<file path="config.mk">
export PLATFORM = sky130hd
export DESIGN_NAME = recirc_seq_mem
export DESIGN_NICKNAME = d
export VERILOG_FILES = /design/src/rtl/recirc_seq_pkg.sv /design/src/rtl/seq_shift_store.sv /design/src/rtl/seq_mode_ctrl.sv /design/src/rtl/seq_step_counter.sv /design/src/rtl/recirc_seq_mem.sv
export SDC_FILE = /design/constraint.sdc
export NUM_CORES = 2
export LEC_CHECK = 0
export ABC_CLOCK_PERIOD_IN_PS = 1950
export BUFFER_PORTS_ARGS = -buffer_cell sky130_fd_sc_hd__buf_2
export CORE_ASPECT_RATIO = 1.4
export CORE_MARGIN = 10
export CORE_UTILIZATION = 56
export DETAILED_ROUTE_END_ITERATION = 10
export PLACE_DENSITY_LB_ADDON = 0.2
export SKIP_CTS_REPAIR_TIMING = 1
export SLEW_MARGIN = 30
export SYNTH_ARGS = -nofsm -noshare
export SYNTH_HDL_FRONTEND = slang
export SYNTH_SLANG_ARGS = --single-unit
</file>
<file path="constraint.sdc">
create_clock -name clk -period 1.95 [get_ports clk]
set_clock_uncertainty 0.05 [all_clocks]
set_input_delay 0.0975 -clock clk [delete_from_list [all_inputs] [get_ports clk]]
set_output_delay 0.0975 -clock clk [all_outputs]
set_load 0.05 [all_outputs]
</file>
<file path="src/rtl/recirc_seq_pkg.sv">
// Shared definitions for the recirculating sequencer memory.
// Assumes: a three-state control flow (wipe, record, play).
package recirc_seq_pkg;

    typedef enum logic [1:0] {
        MODE_WIPE   = 2'd0,
        MODE_RECORD = 2'd1,
        MODE_PLAY   = 2'd2
    } seq_mode_e;

endpackage

</file>
<file path="src/rtl/seq_shift_store.sv">
// Word-wide shift chain: head takes din, the last stage is the tail.
// Assumes: the reset value of every stage is the all-ones empty word.
module seq_shift_store #(
    parameter int DEPTH  = 256,
    parameter int WORD_W = 6
) (
    input  logic              clk,
    input  logic              rst_n,
    input  logic              shift_en,
    input  logic [WORD_W-1:0] din,
    output logic [WORD_W-1:0] tail
);

    logic [DEPTH-1:0][WORD_W-1:0] chain;

    // Advance every stage by one place on each enabled cycle.
    always_ff @(posedge clk) begin
        if (!rst_n) begin
            chain <= '1;
        end else if (shift_en) begin
            chain <= {chain[DEPTH-2:0], din};
        end
    end

    // Tail is the oldest stored word.
    always_comb tail = chain[DEPTH-1];


    shift_move_chk: assert property (@(posedge clk) disable iff (!rst_n)
        !shift_en |=> $stable(tail));

endmodule

</file>
<file path="src/rtl/seq_mode_ctrl.sv">
// Control state machine, pause/release filter and shift-rate selection.
// Assumes: rec_req outranks key_req and play_hold; the tick inputs last one cycle.
module seq_mode_ctrl
    import recirc_seq_pkg::*;
#(
    parameter int WORD_W   = 6,
    parameter int REL_HOLD = 16
) (
    input  logic              clk,
    input  logic              rst_n,
    input  logic              slow_tick,
    input  logic              fast_tick,
    input  logic              rec_req,
    input  logic              key_req,
    input  logic              play_hold,
    input  logic [WORD_W-1:0] live_word,
    input  logic [WORD_W-1:0] tail,
    output seq_mode_e         mode,
    output logic              paused,
    output logic              tail_empty,
    output logic              shift_en,
    output logic [WORD_W-1:0] din,
    output logic              step_clr,
    output logic              step_inc
);

    localparam int RC_W = $clog2(REL_HOLD + 1);
    localparam logic [RC_W-1:0] REL_LAST = RC_W'(REL_HOLD - 1);
    localparam logic [WORD_W-1:0] EMPTY_WORD = '1;

    logic [RC_W-1:0] rel_cnt;
    logic            hold_eff;

    // Empty-location detector on the tail word.
    always_comb tail_empty = (tail == EMPTY_WORD);

    // Pause is live while the pad is down or the release filter is running.
    always_comb hold_eff = paused | play_hold;

    // Choose the shift enable and head word for the current state.
    always_comb begin
        shift_en = 1'b0;
        din      = EMPTY_WORD;
        unique case (mode)
            MODE_WIPE: begin
                shift_en = fast_tick;
                din      = EMPTY_WORD;
            end
            MODE_RECORD: begin
                shift_en = slow_tick;
                din      = live_word;
            end
            MODE_PLAY: begin
                din = tail;
                if (hold_eff) shift_en = tail_empty ? 1'b0 : fast_tick;
                else          shift_en = tail_empty ? fast_tick : slow_tick;
            end
            default: begin
                shift_en = 1'b0;
                din      = EMPTY_WORD;
            end
        endcase
    end

    // Step counter controls: zero on wipe or empty tail, count data shifts.
    always_comb begin
        step_clr = (mode == MODE_WIPE) || ((mode == MODE_PLAY) && tail_empty);
        step_inc = shift_en && ((mode == MODE_RECORD) ||
                                ((mode == MODE_PLAY) && !tail_empty));
    end

    // State transitions: wipe on rec_req, record on key_req, play on play_hold.
    always_ff @(posedge clk) begin
        if (!rst_n) begin
            mode <= MODE_WIPE;
        end else if (rec_req) begin
            mode <= MODE_WIPE;
        end else begin
            unique case (mode)
                MODE_WIPE:   if (key_req)   mode <= MODE_RECORD;
                MODE_RECORD: if (play_hold) mode <= MODE_PLAY;
                MODE_PLAY:   mode <= MODE_PLAY;
                default:     mode <= MODE_WIPE;
            endcase
        end
    end

    // Pause flag with a release filter of REL_HOLD quiet cycles.
    always_ff @(posedge clk) begin
        if (!rst_n) begin
            paused  <= 1'b1;
            rel_cnt <= '0;
        end else if (mode != MODE_PLAY || play_hold) begin
            paused  <= 1'b1;
            rel_cnt <= '0;
        end else if (paused) begin
            if (rel_cnt == REL_LAST) begin
                paused  <= 1'b0;
                rel_cnt <= '0;
            end else begin
                rel_cnt <= rel_cnt + 1'b1;
            end
        end
    end


    release_filter_chk: assert property (@(posedge clk) disable iff (!rst_n)
        (mode == MODE_PLAY && play_hold && !rec_req) |=> paused);


    one_rate_chk: assert property (@(posedge clk) disable iff (!rst_n)
        shift_en |-> (fast_tick || slow_tick));

endmodule

</file>
<file path="src/rtl/seq_step_counter.sv">
// Sequence position counter, wrapping at the memory depth.
// Assumes: clear outranks increment.
module seq_step_counter #(
    parameter int CNT_W = 8
) (
    input  logic             clk,
    input  logic             rst_n,
    input  logic             clr,
    input  logic             inc,
    output logic [CNT_W-1:0] cnt
);

    // Count data shifts; return to zero on clear.
    always_ff @(posedge clk) begin
        if (!rst_n)   cnt <= '0;
        else if (clr) cnt <= '0;
        else if (inc) cnt <= cnt + 1'b1;
    end


    step_up_chk: assert property (@(posedge clk) disable iff (!rst_n)
        (inc && !clr) |=> (cnt == $past(cnt) + 1'b1));

endmodule

</file>
<file path="src/rtl/recirc_seq_mem.sv">
// Recirculating sequencer memory with automatic skipping of empty words.
// Assumes: the all-ones word never appears in live note data.
module recirc_seq_mem
    import recirc_seq_pkg::*;
#(
    parameter int DEPTH    = 256,
    parameter int NOTE_W   = 5,
    parameter int REL_HOLD = 16,
    localparam int WORD_W  = NOTE_W + 1,
    localparam int CNT_W   = $clog2(DEPTH)
) (
    input  logic              clk,
    input  logic              rst_n,
    input  logic              slow_tick,
    input  logic              fast_tick,
    input  logic              rec_req,
    input  logic              key_req,
    input  logic              play_hold,
    input  logic [WORD_W-1:0] live_word,
    output logic [WORD_W-1:0] out_word,
    output logic [CNT_W-1:0]  step_cnt,
    output logic              playing
);

    seq_mode_e         mode;
    logic              paused;
    logic              tail_empty;
    logic              shift_en;
    logic [WORD_W-1:0] din;
    logic              step_clr;
    logic              step_inc;

    seq_mode_ctrl #(.WORD_W(WORD_W), .REL_HOLD(REL_HOLD)) u_ctrl (
        .clk(clk), .rst_n(rst_n), .slow_tick(slow_tick), .fast_tick(fast_tick),
        .rec_req(rec_req), .key_req(key_req), .play_hold(play_hold),
        .live_word(live_word), .tail(out_word), .mode(mode), .paused(paused),
        .tail_empty(tail_empty), .shift_en(shift_en), .din(din),
        .step_clr(step_clr), .step_inc(step_inc)
    );

    seq_shift_store #(.DEPTH(DEPTH), .WORD_W(WORD_W)) u_store (
        .clk(clk), .rst_n(rst_n), .shift_en(shift_en), .din(din), .tail(out_word)
    );

    seq_step_counter #(.CNT_W(CNT_W)) u_step (
        .clk(clk), .rst_n(rst_n), .clr(step_clr), .inc(step_inc), .cnt(step_cnt)
    );

    // Replay indicator: unpaused play with a data word at the tail.
    always_comb playing = (mode == MODE_PLAY) && !paused && !tail_empty;


    playing_data_chk: assert property (@(posedge clk) disable iff (!rst_n)
        playing |-> (out_word != '1));


    empty_zero_chk: assert property (@(posedge clk) disable iff (!rst_n)
        (mode == MODE_PLAY && out_word == '1) |=> (step_cnt == '0));


    wipe_zero_chk: assert property (@(posedge clk) disable iff (!rst_n)
        (mode == MODE_WIPE) |=> (step_cnt == '0));


    halt_empty_chk: assert property (@(posedge clk) disable iff (!rst_n)
        (mode == MODE_PLAY && play_hold && out_word == '1) |=> (out_word == '1));


    slow_data_chk: assert property (@(posedge clk) disable iff (!rst_n)
        (mode == MODE_PLAY && !paused && !play_hold && !rec_req &&
         out_word != '1 && !slow_tick) |=> $stable(out_word));

endmodule

</file>
==> metrics.txt <==
# TYPE chip_impl_metric gauge
chip_impl_info{name="post-synth-top-count-cell",value="nand2_1"} 1
chip_impl_metric{name="place_congestion",unit=""} 0.7266
chip_impl_info{name="ys_dominant_reg_cell",value="dfxtp_1"} 1
chip_impl_metric{name="postSynth.asyncResetShare",unit="%"} 0
chip_impl_metric{name="synthDominantCellAreaShare",unit="%"} 58.30
chip_impl_info{name="crit_type",value="reg2reg"} 1
chip_impl_metric{name="layout-drive-gt1-share",unit="%"} 10.04
chip_impl_metric{name="avgSynthCellArea",unit="µm²"} 7.863
chip_impl_metric{name="final_antenna_net_count",unit=""} 0
chip_impl_info{name="tritoncts",value="built"} 1
chip_impl_metric{name="max_slew_margin",unit="%"} 54.77
chip_impl_info{name="timing.hold.worst.start",value="rec_req"} 1
chip_impl_info{name="ys_top_cells_by_area",value="dfxtp_1, nand2_1, nand3_1, buf_2, clkbuf_1"} 1
chip_impl_metric{name="report.final.slew_viol_count",unit=""} 0
chip_impl_metric{name="ffs_latches_synth",unit=""} 1552
chip_impl_info{name="hold_class",value="in2reg"} 1
chip_impl_metric{name="worst_ep_required_time",unit="ns"} 2.58
chip_impl_info{name="reg2reg_from",value="u_ctrl.mode[0]"} 1
chip_impl_metric{name="core_area",unit="mm²"} 0.09419
chip_impl_metric{name="stdcell_count",unit=""} 8111
chip_impl_metric{name="first_global_vias",unit=""} 37904
chip_impl_metric{name="routed_vias",unit=""} 42779
chip_impl_metric{name="viasPerCell",unit=""} 5.274
chip_impl_metric{name="grt_start_max_net_pins",unit=""} 136
chip_impl_info{name="status",value="finished with violations"} 1
chip_impl_metric{name="hold_path_depth",unit=""} 3
chip_impl_info{name="ctsRootBufferMaster",value="clkbuf_16"} 1
chip_impl_metric{name="cts.path.max_buffers",unit=""} 3
chip_impl_info{name="cp_common_cell",value="clkbuf_16"} 1
chip_impl_info{name="worstSetupStartpointType",value="flip-flop"} 1
chip_impl_metric{name="cts-buffers-inserted",unit=""} 140
chip_impl_metric{name="remaining_drc_errors",unit=""} 0
chip_impl_metric{name="fin_setup_tns",unit="ns"} -441.23
chip_impl_metric{name="die_height",unit="µm"} 385
chip_impl_info{name="crit_chain",value="inv_2 -> ha_4 -> nand4bb_1 -> o31a_1 -> buf_4 -> a21oi_4 -> buf_12 -> buf_16 -> clkbuf_16 -> clkbuf_16 -> nand2_2 -> nand3_1"} 1
chip_impl_info{name="failed_checks",value="negative setup slack"} 1
chip_impl_metric{name="finalSetupViolations",unit=""} 1545
chip_impl_metric{name="r2r.worst_path.cells",unit=""} 12
chip_impl_metric{name="initial_antenna_violation_count",unit=""} 0
chip_impl_metric{name="h-tree-depth",unit=""} 4
chip_impl_info{name="yosys-top-cells-count",value="nand2_1, dfxtp_1, nand3_1"} 1
chip_impl_metric{name="grt_first_pass_wirelength",unit="µm"} 168400
chip_impl_metric{name="number_of_synthesized_flops_with_an_enable_pin",unit=""} 0
chip_impl_metric{name="final.period_utilization",unit="%"} 119.9
chip_impl_metric{name="dpl.cell_count",unit=""} 7731
chip_impl_metric{name="clk_pin_slew",unit="ns"} 0.06
chip_impl_metric{name="vdd_ir_drop_max",unit="V"} 0.0008263
chip_impl_metric{name="finalNetCount",unit=""} 6802
chip_impl_metric{name="floorplan.initialDensity",unit="%"} 56.58
chip_impl_metric{name="clk_latency",unit="ns"} 0.75
chip_impl_metric{name="drtPass1Iterations",unit=""} 6
chip_impl_metric{name="detail_routed_net_length_per_standard_cell",unit="µm"} 13.44
chip_impl_metric{name="final.hold.worst_slack",unit="ns"} 0.2004
chip_impl_metric{name="chipWidth",unit="µm"} 280.7
chip_impl_info{name="timing.critical_path.slowest_stage_cell",value="o31a_1"} 1
chip_impl_metric{name="row_count",unit=""} 133
chip_impl_metric{name="synthCells",unit=""} 6777
chip_impl_metric{name="cts.sink_count",unit=""} 1552
chip_impl_metric{name="drtIter0Drc",unit=""} 3286
chip_impl_metric{name="totalWireLength",unit="µm"} 109000
chip_impl_info{name="cp-startpoint",value="u_ctrl.mode[0]"} 1
chip_impl_metric{name="io_buffer_count",unit=""} 27
chip_impl_metric{name="area.growth.synth_to_final",unit="%"} 18.86
chip_impl_info{name="grt_setup_unrepaired",value="true"} 1
chip_impl_metric{name="cellLeakagePower",unit="nW"} 31.04
chip_impl_metric{name="power_density",unit="mW/mm²"} 1177
chip_impl_metric{name="crit_path_max_cell_delay",unit="ns"} 0.33
chip_impl_metric{name="cp_max_fo",unit=""} 8
chip_impl_metric{name="crit_arrival",unit="ns"} 2.97
chip_impl_metric{name="max_clock_freq",unit="MHz"} 427.6
chip_impl_metric{name="ys_types",unit=""} 42
chip_impl_metric{name="mappedNetlistNets",unit=""} 6796
chip_impl_metric{name="tightestPinTransition",unit="ns"} 0.6785
chip_impl_metric{name="timing.final.ws_setup",unit="ns"} -0.3885
chip_impl_info{name="yosys.area.top_type",value="dfxtp_1"} 1
chip_impl_info{name="critPathCaptureType",value="flip-flop"} 1
chip_impl_metric{name="report.final.hold_viol_count",unit=""} 0
chip_impl_metric{name="hpwlAfterDp",unit="µm"} 54950
chip_impl_metric{name="period_needed",unit="ns"} 2.339
chip_impl_metric{name="timing.max_cap.violations",unit=""} 0
chip_impl_metric{name="grt_remaining_overflow",unit=""} 0
chip_impl_metric{name="die-area",unit="mm²"} 0.1081
chip_impl_metric{name="boundaryPins",unit=""} 28
chip_impl_metric{name="synth-warning-count",unit=""} 0
chip_impl_metric{name="yosysSeqAreaShare",unit="%"} 58.30
chip_impl_metric{name="post_synth_instance_area",unit="mm²"} 0.05329
chip_impl_metric{name="grt_use_total",unit="%"} 17.57
[power by group]
part           switching (mW)  internal [mW]
Sequential               1.51           34.7
Clock                    11.8           16.6
Combinational            5.53           4.42
Total                    18.9           55.7
[registers in the layout (all words and copies together) (netlist names)]
register,cells
u_ctrl.mode,2
u_ctrl.paused,1
u_ctrl.rel_cnt,5
u_step.cnt,8
u_store.chain,1530
u_store.tail,6
[layer usage]
layer  GRT usage, %  up-vias  wire, µm
li1               -    21762         -
met1          22.67    20289     51640
met2          29.45      567     51240
met3          3.721      161      4008
met4          4.846        0      2161
met5              0        -         0
[critical path, delay by kind of cell, from the launching register on]
family	cells	cell delay, ns
simple gates	3	0.26
fa+ha+maj	1	0.16
buf+inv	6	0.99
flops	1	0.32
compound gates	2	0.50
[cell families after synthesis]
group | count (synthesis) | synth area share, %
AO/OA/AOI/OAI | 45 | 0.5612
XOR/XNOR | 1 | 0.01644
adder cells (fa/ha/maj) | 6 | 0.1409
buffers and inverters | 528 | 4.473
flip-flops | 1552 | 58.30
multiplexers | 2 | 0.03991
AND/OR/NAND/NOR | 4643 | 36.47
[final timing paths]
kind | to | slack [ns]
setup / recovery | u_store.chain[548] | -0.39
hold / removal | u_ctrl.mode[1] | 0.20
setup reg to reg | u_store.chain[548] | -0.39
hold reg to reg | u_store.chain[823] | 0.39
[per-stage QoR]
step | util [%] | setup WS, ns | total power, mW | area [µm²]
after detailed placement | 58.83 | -0.2675 | 45.29 | 55410
after floorplan | - | -0.07744 | 43.15 | 53510
after CTS | 63.92 | -0.3242 | 73.79 | 60200
after global placement | 58.83 | -0.2285 | 45.02 | 55410
after global routing | 67.25 | -0.4339 | 78.18 | 63340
final | 67.25 | -0.3885 | 74.56 | 63340
[area by class of cell]
| type | instances | area [µm²] |
|---|---|---|
| antenna | 2 | 5.005 |
| clock buffer | 199 | 4100 |
| clock inverter | 54 | 689.4 |
| fill | 7502 | 30850 |
| inverter | 5 | 18.77 |
| multi-input combinational | 4699 | 20240 |
| sequential | 1552 | 31070 |
| tap | 1215 | 1520 |
| timing repair buffer | 385 | 5695 |
[placed cells by master (no fill, tap or decap), types with 4 or more instances in the layout]
master	count
clkbuf_8	29
nand3_1	1504
inv_6	5
inv_1	4
bufinv_16	14
nor2_1	10
dlygate4sd3_1	10
nand2_1	3027
and3_1	5
buf_4	144
buf_8	21
buf_6	20
or4_1	4
ha_1	5
a22oi_1	7
nand2_2	31
clkinv_2	26
nand3_2	31
nand2_4	11
clkbuf_1	26
o21ai_0	8
dfxtp_1	1550
buf_16	32
nand2b_1	5
o31ai_1	4
buf_12	68
buf_2	26
a21oi_1	9
clkinvlp_4	5
clkbuf_16	208
Note: power is estimated with default switching activity, not from simulation.
